## src/rtl/lum_meter_pkg.sv

```systemverilog
package lum_meter_pkg;

  typedef enum logic [1:0] {
    MAP_CTR_RING = 2'b00,
    MAP_CTR_TOP  = 2'b01,
    MAP_FLAT     = 2'b10,
    MAP_LOWER    = 2'b11
  } lum_map_e;

  localparam int unsigned WGT_W   = 3;
  localparam int unsigned WGT_MAX = 5;

  // Weight numerator k (weight = k/4) for a zone under a given map.
  function automatic logic [WGT_W-1:0] zone_weight(input lum_map_e sel,
                                                   input int unsigned zr,
                                                   input int unsigned zc,
                                                   input int unsigned grid);
    logic centre;
    logic ring;
    logic [WGT_W-1:0] k;
    centre = (zr >= grid / 4) && (zr < (3 * grid) / 4) &&
             (zc >= grid / 4) && (zc < (3 * grid) / 4);
    ring   = (zr == 0) || (zc == 0) || (zr == grid - 1) || (zc == grid - 1);
    case (sel)
      MAP_FLAT:  k = 3'd4;
      MAP_LOWER: begin
        if (zr < grid / 4)      k = 3'd2;
        else if (zr < grid / 2) k = 3'd4;
        else                    k = 3'd5;
      end
      MAP_CTR_RING: begin
        if (centre)    k = 3'd5;
        else if (ring) k = 3'd2;
        else           k = 3'd4;
      end
      default: begin
        if (centre)             k = 3'd5;
        else if (zr < grid / 4) k = 3'd2;
        else                    k = 3'd3;
      end
    endcase
    return k;
  endfunction

endpackage

```

## src/rtl/lum_zone_track.sv

```systemverilog
module lum_zone_track #(
  parameter int ZONE_W = 44,
  parameter int ZONE_H = 36,
  parameter int GRID   = 8
) (
  input  logic                    clk,
  input  logic                    rst,
  input  logic                    frame_start,
  input  logic                    line_start,
  input  logic                    pix_valid,
  output logic [$clog2(GRID)-1:0] zone_r,
  output logic [$clog2(GRID)-1:0] zone_c,
  output logic                    take,
  output logic                    last
);
  localparam int ZC_W = $clog2(GRID);
  localparam int SX_W = (ZONE_W > 1) ? $clog2(ZONE_W) : 1;
  localparam int SY_W = (ZONE_H > 1) ? $clog2(ZONE_H) : 1;
  localparam logic [SX_W-1:0] SX_LAST = SX_W'(ZONE_W - 1);
  localparam logic [SY_W-1:0] SY_LAST = SY_W'(ZONE_H - 1);
  localparam logic [ZC_W-1:0] ZC_LAST = ZC_W'(GRID - 1);

  logic [SX_W-1:0] sub_x;
  logic [SY_W-1:0] sub_y;
  logic            col_full;
  logic            row_full;
  logic            line_used;

  always_ff @(posedge clk) begin
    if (rst || frame_start) begin
      sub_x     <= '0;
      sub_y     <= '0;
      zone_c    <= '0;
      zone_r    <= '0;
      col_full  <= 1'b0;
      row_full  <= 1'b0;
      line_used <= 1'b0;
    end else if (line_start) begin
      if (line_used) begin
        sub_x     <= '0;
        zone_c    <= '0;
        col_full  <= 1'b0;
        line_used <= 1'b0;
        if (!row_full) begin
          if (sub_y == SY_LAST) begin
            sub_y <= '0;
            if (zone_r == ZC_LAST) row_full <= 1'b1;
            else                   zone_r   <= zone_r + 1'b1;
          end else begin
            sub_y <= sub_y + 1'b1;
          end
        end
      end
    end else if (pix_valid) begin
      line_used <= 1'b1;
      if (!col_full) begin
        if (sub_x == SX_LAST) begin
          sub_x <= '0;
          if (zone_c == ZC_LAST) col_full <= 1'b1;
          else                   zone_c   <= zone_c + 1'b1;
        end else begin
          sub_x <= sub_x + 1'b1;
        end
      end
    end
  end

  always_comb begin
    take = pix_valid && !frame_start && !line_start && !col_full && !row_full;
    last = take && (sub_x == SX_LAST) && (zone_c == ZC_LAST) &&
           (sub_y == SY_LAST) && (zone_r == ZC_LAST);
  end

endmodule

```

## src/rtl/lum_wsum_acc.sv

```systemverilog
module lum_wsum_acc #(
  parameter int PIX_W = 8,
  parameter int WGT_W = 3,
  parameter int ACC_W = 27,
  parameter int WS_W  = 19
) (
  input  logic             clk,
  input  logic             rst,
  input  logic             clear,
  input  logic             take,
  input  logic             last,
  input  logic [PIX_W-1:0] luma,
  input  logic [WGT_W-1:0] k,
  output logic             fin_start,
  output logic [ACC_W-1:0] fin_acc,
  output logic [WS_W-1:0]  fin_ws
);
  localparam int PROD_W = PIX_W + WGT_W;

  logic [PROD_W-1:0] prod;
  logic [ACC_W-1:0]  acc;
  logic [ACC_W-1:0]  acc_nx;
  logic [WS_W-1:0]   ws;
  logic [WS_W-1:0]   ws_nx;

  always_comb begin
    prod   = PROD_W'(luma) * PROD_W'(k);
    acc_nx = acc + ACC_W'(prod);
    ws_nx  = ws + WS_W'(k);
  end

  always_ff @(posedge clk) begin
    if (rst) begin
      acc       <= '0;
      ws        <= '0;
      fin_start <= 1'b0;
      fin_acc   <= '0;
      fin_ws    <= '0;
    end else begin
      fin_start <= take && last;
      if (clear) begin
        acc <= '0;
        ws  <= '0;
      end else if (take) begin
        acc <= acc_nx;
        ws  <= ws_nx;
      end
      if (take && last) begin
        fin_acc <= acc_nx;
        fin_ws  <= ws_nx;
      end
    end
  end

endmodule

```

## src/rtl/lum_div.sv

```systemverilog
module lum_div #(
  parameter int NW    = 31,
  parameter int DW    = 19,
  parameter int OUT_W = 12
) (
  input  logic             clk,
  input  logic             rst,
  input  logic             start,
  input  logic [NW-1:0]    num,
  input  logic [DW-1:0]    den,
  output logic [OUT_W-1:0] res,
  output logic             res_valid
);
  localparam int CNT_W = $clog2(NW + 1);

  logic             busy;
  logic [CNT_W-1:0] cnt;
  logic [NW-1:0]    nreg;
  logic [DW-1:0]    dreg;
  logic [DW-1:0]    rem;
  logic [NW-1:0]    q;
  logic [DW:0]      trial;
  logic [DW:0]      diff;
  logic             ge;
  logic [DW-1:0]    rem_nx;
  logic [NW-1:0]    q_nx;
  logic             over;
  logic [OUT_W-1:0] clamped;

  always_comb begin
    trial  = {rem, nreg[NW-1]};
    ge     = trial >= {1'b0, dreg};
    diff   = trial - {1'b0, dreg};
    rem_nx = ge ? diff[DW-1:0] : trial[DW-1:0];
    q_nx   = {q[NW-2:0], ge};
  end

  generate
    if (NW > OUT_W) begin : g_clamp
      assign over = |q_nx[NW-1:OUT_W];
    end else begin : g_noclamp
      assign over = 1'b0;
    end
  endgenerate

  assign clamped = over ? {OUT_W{1'b1}} : q_nx[OUT_W-1:0];

  always_ff @(posedge clk) begin
    if (rst) begin
      busy      <= 1'b0;
      cnt       <= '0;
      nreg      <= '0;
      dreg      <= '0;
      rem       <= '0;
      q         <= '0;
      res       <= '0;
      res_valid <= 1'b0;
    end else begin
      res_valid <= 1'b0;
      if (start) begin
        busy <= 1'b1;
        cnt  <= CNT_W'(NW);
        nreg <= num;
        dreg <= den;
        rem  <= '0;
        q    <= '0;
      end else if (busy) begin
        rem  <= rem_nx;
        q    <= q_nx;
        nreg <= nreg << 1;
        cnt  <= cnt - 1'b1;
        if (cnt == CNT_W'(1)) begin
          busy      <= 1'b0;
          res       <= clamped;
          res_valid <= 1'b1;
        end
      end
    end
  end

endmodule

```

## src/rtl/lum_zone_meter.sv

```systemverilog
module lum_zone_meter #(
  parameter int PIX_W  = 8,
  parameter int ZONE_W = 44,
  parameter int ZONE_H = 36,
  parameter int GRID   = 8,
  parameter int FRAC   = 4,
  parameter int OUT_W  = 12
) (
  input  logic             clk,
  input  logic             rst,
  input  logic             frame_start,
  input  logic             line_start,
  input  logic             pix_valid,
  input  logic [PIX_W-1:0] pix_luma,
  input  logic [1:0]       map_sel,
  output logic [OUT_W-1:0] meas,
  output logic             meas_valid
);
  import lum_meter_pkg::*;

  localparam int ZC_W  = $clog2(GRID);
  localparam int NPIX  = GRID * GRID * ZONE_W * ZONE_H;
  localparam int ACC_W = $clog2(NPIX * ((2 ** PIX_W) - 1) * WGT_MAX + 1);
  localparam int WS_W  = $clog2(NPIX * WGT_MAX + 1);
  localparam int NW    = ACC_W + FRAC;

  logic [ZC_W-1:0]  zone_r;
  logic [ZC_W-1:0]  zone_c;
  logic             take;
  logic             frame_end;
  logic             last;
  lum_map_e         map_q;
  logic [WGT_W-1:0] k;
  logic             fin_start;
  logic [ACC_W-1:0] fin_acc;
  logic [WS_W-1:0]  fin_ws;
  logic [NW-1:0]    num;

  lum_zone_track #(.ZONE_W(ZONE_W), .ZONE_H(ZONE_H), .GRID(GRID)) track_i (
    .clk(clk), .rst(rst), .frame_start(frame_start), .line_start(line_start),
    .pix_valid(pix_valid), .zone_r(zone_r), .zone_c(zone_c),
    .take(take), .last(last)
  );

  assign frame_end = take && last;

  always_ff @(posedge clk) begin
    if (rst)              map_q <= MAP_CTR_RING;
    else if (frame_start) map_q <= lum_map_e'(map_sel);
  end

  assign k = zone_weight(map_q, 32'(zone_r), 32'(zone_c), 32'(GRID));

  lum_wsum_acc #(.PIX_W(PIX_W), .WGT_W(WGT_W), .ACC_W(ACC_W), .WS_W(WS_W)) acc_i (
    .clk(clk), .rst(rst), .clear(frame_start), .take(take), .last(last),
    .luma(pix_luma), .k(k), .fin_start(fin_start), .fin_acc(fin_acc),
    .fin_ws(fin_ws)
  );

  assign num = {fin_acc, {FRAC{1'b0}}};

  lum_div #(.NW(NW), .DW(WS_W), .OUT_W(OUT_W)) div_i (
    .clk(clk), .rst(rst), .start(fin_start), .num(num), .den(fin_ws),
    .res(meas), .res_valid(meas_valid)
  );

endmodule

```

## config.mk

```make
export PLATFORM = sky130hd
export DESIGN_NAME = lum_zone_meter
export DESIGN_NICKNAME = d
export VERILOG_FILES = /design/src/rtl/lum_meter_pkg.sv /design/src/rtl/lum_zone_track.sv /design/src/rtl/lum_wsum_acc.sv /design/src/rtl/lum_div.sv /design/src/rtl/lum_zone_meter.sv
export SDC_FILE = /design/constraint.sdc
export NUM_CORES = 1
export LEC_CHECK = 0
export ABC_AREA = 0
export BUFFER_PORTS_ARGS = -buffer_cell sky130_fd_sc_hd__buf_2
export CAP_MARGIN = 10
export CORE_MARGIN = 4
export CORE_UTILIZATION = 60
export DETAILED_ROUTE_END_ITERATION = 12
export PLACE_DENSITY = 0.79
export SLEW_MARGIN = 20
export SYNTH_ARGS = -nofsm -noshare
export SYNTH_HDL_FRONTEND = slang
export SYNTH_SLANG_ARGS = --single-unit
```

## constraint.sdc

```tcl
create_clock -name clk -period 10.1 [get_ports clk]
set_input_delay 2.02 -clock clk [delete_from_list [all_inputs] [get_ports clk]]
set_output_delay 2.02 -clock clk [all_outputs]
set_load 0.05 [all_outputs]
```

# == After elaboration in Yosys (flattened, before gate mapping) ==
# Cells that the tools add are included.
# classes
add_sub_neg,8
eq_ne,10
bitwise,4
reduce_logical,38
muxes,38
order_cmp,7
multipliers,1
# op_table
cell,n
$mux W31,2
$mux W6,6
$mux W3,10
$add A27 B11 Y27,1
$ge A20 B19 Y1,1
$add A19 B3 Y19,1
$mux W19,1
$reduce_or A19 Y1,1
$sub A19 B19 Y19,1
$mux W1,15
$add A6 B1 Y6 const B,2
$eq A6 B6 Y1 const B,2
$logic_and A1 B1 Y1,12
$mux W12,1
$mul A8 B3 Y11,1
$mux W5,2
$reduce_and A5 Y1,2
$lt A3 B3 Y1 const B,3
$pmux W3 S3,1
$reduce_and A3 Y1,3
$add A3 B1 Y3 const B,2
$eq A3 B3 Y1 const B,2
$ge A3 B2 Y1 const B,2
$logic_not A3 Y1,2
14 further kinds,30
# totals
reg_bits,230
out_inout_bits,13
word_cells,127

# == Longest topological paths before layout ==
# logic_depth
ltp_word,10
mapped_depth,21
ltp_nobuf,18

# == Hierarchy ==
# Synthesis repeated with hierarchy kept, for this count alone.
# unflattened
hier_cells,1441
hier_area_um2,12345.6
# modules_own_cells
module,area_each_um2,cells_each,n_inst,seq_area_each_um2
lum_div,5826.8,685,1,2362.3
lum_wsum_acc,5295.1,612,1,1861.8
lum_zone_track,1044.8,120,1,420.4
lum_zone_meter,178.9,24,1,40.0

# == Worst setup path before layout ==
# Ideal clock, no wire load.
# synth_path
path_kind,input port to flip-flop
start,input pix_luma[0]
end,register acc_i.fin_acc[13]
path_buffers,2
stages,13
path_slack_ps,4844
setup_ps,88
t_arrival_ps,5168
path_cell_list,nand2_1 > fa_1 > fa_1 > inv_1 > fa_1 > a21o_1 > a21oi_1 > o211a_1 > o31a_1 > clkbuf_1 > buf_1 > o21ai_0 > a311oi_2
# synth_via
elab_chain_len,2
# synth_rtl
element,line_no,text
from (decl),lum_zone_meter.sv:14,"input logic [PIX_W-1:0] pix_luma,"
$mul A8 B3 Y11,lum_wsum_acc.sv:27,prod = PROD_W'(luma) * PROD_W'(k);
$add A27 B11 Y27,lum_wsum_acc.sv:28,acc_nx = acc + ACC_W'(prod);
to (signal assigned),lum_wsum_acc.sv:49,fin_acc <= acc_nx;
to (decl),lum_wsum_acc.sv:15,"output logic [ACC_W-1:0] fin_acc,"
# No other way between the ends.
# A chain may end at the register's enable or synchronous reset.

# == Worst setup path in the final report ==
# layout_path
start,input pix_luma[0]
end,register acc_i.fin_acc[17]
# Same word-level chain as after synthesis.

==> impl_metrics.toml <==
[sta]
worstMarginPinSlew_ns = 0.912
fin_crit_ns = 5.08
skew_ns = 0.00863
fin_setup_tns_ns = 0
rsz0062_at_grt = "no"
max_slew_margin_pct = 39.0
worst_slack_ns = 5.02
finalSetupViolations = 0
fmax_mhz = 197
maxSlewViolCount = 0
hold_viol_final = 0
timing.final.crit_share_pct = 50.3

[synthesis]
synth_ff_type = "dfxtp_1"
ys.warnings.count = 0
synth_cell_type_count = 67
synthMuxAreaShare_pct = 7.20
synth-adder-area-share_pct = 7.84
ys_seq_elements = 230
synth_top_family_by_area = "simple AND/OR/NAND/NOR gates"
ys_seq_area_share_pct = 38.9
synthCells = 1413
syn-num-nets = 1492
syn-cell-area_um2 = 11800
syn_avg_cell_area_um2 = 8.38
synth_compound_area_share_pct = 12.6
synthSimpleGateAreaFrac_pct = 21.5
synthArstFlopShare_pct = 0
synthXorXnorAreaFrac_pct = 6.73
synth_edf_count = 0

[route]
wl_per_cell_um = 13.5
vias = 9190
drt_iter0_drc = 429
vias_per_cell = 5.48
routed_wirelength_um = 22600
drc = 0
ant_nets = 0
drt-pass1-iter-count = 7

[pwr]
peakVddDrop_v = 0.000138
p_leak_nw = 4.80
power-per-cell-area_nw_per_um2 = 142

[clock_tree]
hold_buffers = 0
ctsResizeCount = 0
cts_tree = "yes"
clockBufferDepth = 3
cts_buffers = 24
cts.sinks = 230
clkTransAtPathRegs_ns = 0.06
postCtsSetupRepairBufs = 0
cts.htree.levels = 1
cts-root-buf = "clkbuf_16"
clk_latency_ns = 0.51

[placed_design]
gp_congestion = 0.862
io_buffers = 27
dp.cells = 1636
place_ws_ns = 4.47
hpwlAfterDp_um = 15300

[finish]
instances_no_fill = 1677
synthToLayoutAreaGrowth_pct = 7.90
final_cell_mix = "nor2_1, dfxtp_1, nand2_1, mux2i_1, a21oi_1"
insertedDiodeCount = 0
drive_gt1_share_pct = 6.37
fin_nets = 1476
layout_commonest_cell = "nor2_1"

[critical_path]
worstSetupStartpointType = "input pin"
max_stage_delay_ns = 0.59
cp-end-kind = "register"
cp_common_cell = "fa_1"
cp_cell_sequence = "buf_2 -> nand2_1 -> fa_1 -> fa_1 -> inv_1 -> fa_1 -> a21o_1 -> a21oi_1 -> o211a_1 -> o31a_1 -> nor3b_1 -> xnor2_1 -> a211oi_1"
worstSetupPathType = "in -> reg"
cp.arrival_ns = 5.50
crit_slowest_cell = "o31a_1"
r2r_cells = 19
critPathRequiredTime_ns = 10.52
cp_max_fo = 18

[floorplan]
start_util_pct = 60.8
core_um2 = 19500
die_x_um = 148
die_area_um2 = 22000
chipHeight_um = 148
rows = 51
io_pins = 28

[global_route]
track_usage_pct = 20.8
antenna_found_initial = 0
grt_pass1_vias = 8886
overflow = 0
grt_max_degree = 83
grt_pass1_wl_um = 39700

[min_path]
hold_path_depth = 2
min_path_type = "reg -> reg"

[job]
cap_violations = 0

[status]
status = "complete, no violations"
sequential cells by signal, indices dropped and copies added (netlist names), 2 cells and up:
signal          cells
acc_i.acc          27
acc_i.fin_acc      27
acc_i.fin_ws       19
acc_i.ws           19
div_i.cnt           5
div_i.dreg         19
div_i.nreg         27
div_i.q            30
div_i.rem          19
div_i.res          12
map_q               2
track_i.sub_x       6
track_i.sub_y       6
track_i.zone_c      3
track_i.zone_r      3
layer usage:
metal | routed length (µm) | global-route usage [%]
met2 | 11400 | 39.0
met1 | 9940 | 24.7
met3 | 742 | 3.02
met4 | 497 | 5.73
met5 | 0 | 0
final cells by class:
class | count | area [µm²]
well taps | 265 | 332
clock buffers | 32 | 672
clock inverters | 9 | 78.8
inverters | 70 | 263
flip-flops and latches | 230 | 4610
fillers | 1651 | 6690
repair buffers | 36 | 205
multi-input cells | 1035 | 6610
critical path, delay by kind of cell:
family	cells	cell delay [ns]
compound gates	5	1.49
xor+xnor	1	0.15
fa+ha+maj	3	1.47
buf+inv	2	0.16
simple gates	2	0.21
cell usage after synthesis, types with 2 or more instances:
| cell | count | area, µm² |
|---|---|---|
| nand4_1 | 10 | 62.6 |
| nor2b_1 | 11 | 68.8 |
| o31ai_1 | 7 | 52.6 |
| xnor2_1 | 42 | 368 |
| and3_1 | 15 | 93.8 |
| nand3_1 | 30 | 150 |
| or2_2 | 4 | 25.0 |
| clkbuf_1 | 46 | 173 |
| a21oi_1 | 78 | 390 |
| a221oi_1 | 2 | 17.5 |
| a22oi_1 | 3 | 22.5 |
| dfxtp_1 | 230 | 4600 |
| a21o_1 | 13 | 97.6 |
| nand2_1 | 118 | 443 |
| ha_1 | 47 | 588 |
| nand2b_1 | 9 | 56.3 |
| nor4_2 | 2 | 25.0 |
| a211oi_1 | 37 | 278 |
| o211ai_1 | 5 | 37.5 |
| o2111ai_1 | 2 | 17.5 |
| nand3b_1 | 6 | 45.0 |
| nor2_1 | 265 | 995 |
| nor3_1 | 31 | 155 |
| o31a_1 | 2 | 17.5 |
| o21ai_0 | 45 | 225 |
| fa_1 | 17 | 340 |
| a31oi_1 | 18 | 113 |
| xor2_1 | 49 | 429 |
| a311oi_1 | 2 | 17.5 |
| buf_6 | 7 | 78.8 |
| o21a_1 | 5 | 37.5 |
| inv_1 | 70 | 263 |
| mux2i_1 | 84 | 841 |
| o211a_1 | 2 | 20.0 |
| nor4_1 | 11 | 68.8 |
| and2_1 | 17 | 106 |
| buf_1 | 12 | 45.0 |
| buf_2 | 11 | 55.1 |
| nor3b_1 | 9 | 67.6 |
| nor4b_1 | 3 | 26.3 |
| or3_1 | 10 | 62.6 |
stage by stage:
step	instance area, µm²	total power [W]	utilization, %	hold WS (ns)
global route	12800	0.00188	65.6	0.467
CTS	12800	0.00183	65.6	0.457
detailed placement	12000	0.000998	61.8	0.448
global placement	12000	0.000996	61.8	0.444
finish	12800	0.00182	65.6	0.458
floorplan	11800	0.000982	-	0.426
where the power goes:
group	switching, W	internal [W]	leakage, nW
Combinational	0.0000460	0.0000216	2.58
Sequential	0.00000129	0.000909	1.85
Clock	0.000349	0.000491	0.366
Total	0.000397	0.00142	4.80
logic make-up (layout without fill, tap and decap cells):
kind of cell	count (synthesis)	in the layout
AND/OR/NAND/NOR	560	560
buffers and inverters	148	147
XOR/XNOR	91	91
flip-flops	230	230
multiplexers	85	85
adder cells (fa/ha/maj)	64	64
AO/OA/AOI/OAI	235	235
final timing paths:
check / start / end / slack, ns
worst max register to register: track_i.zone_r[0] / acc_i.fin_acc[17] / 5.02
worst min register to register: acc_i.acc[5] / acc_i.acc[5] / 0.46
worst min-delay path: acc_i.acc[5] / acc_i.acc[5] / 0.46
worst max-delay path: pix_luma[0] / acc_i.fin_acc[17] / 5.02
No activity file was read; power rests on OpenSTA's default activity.
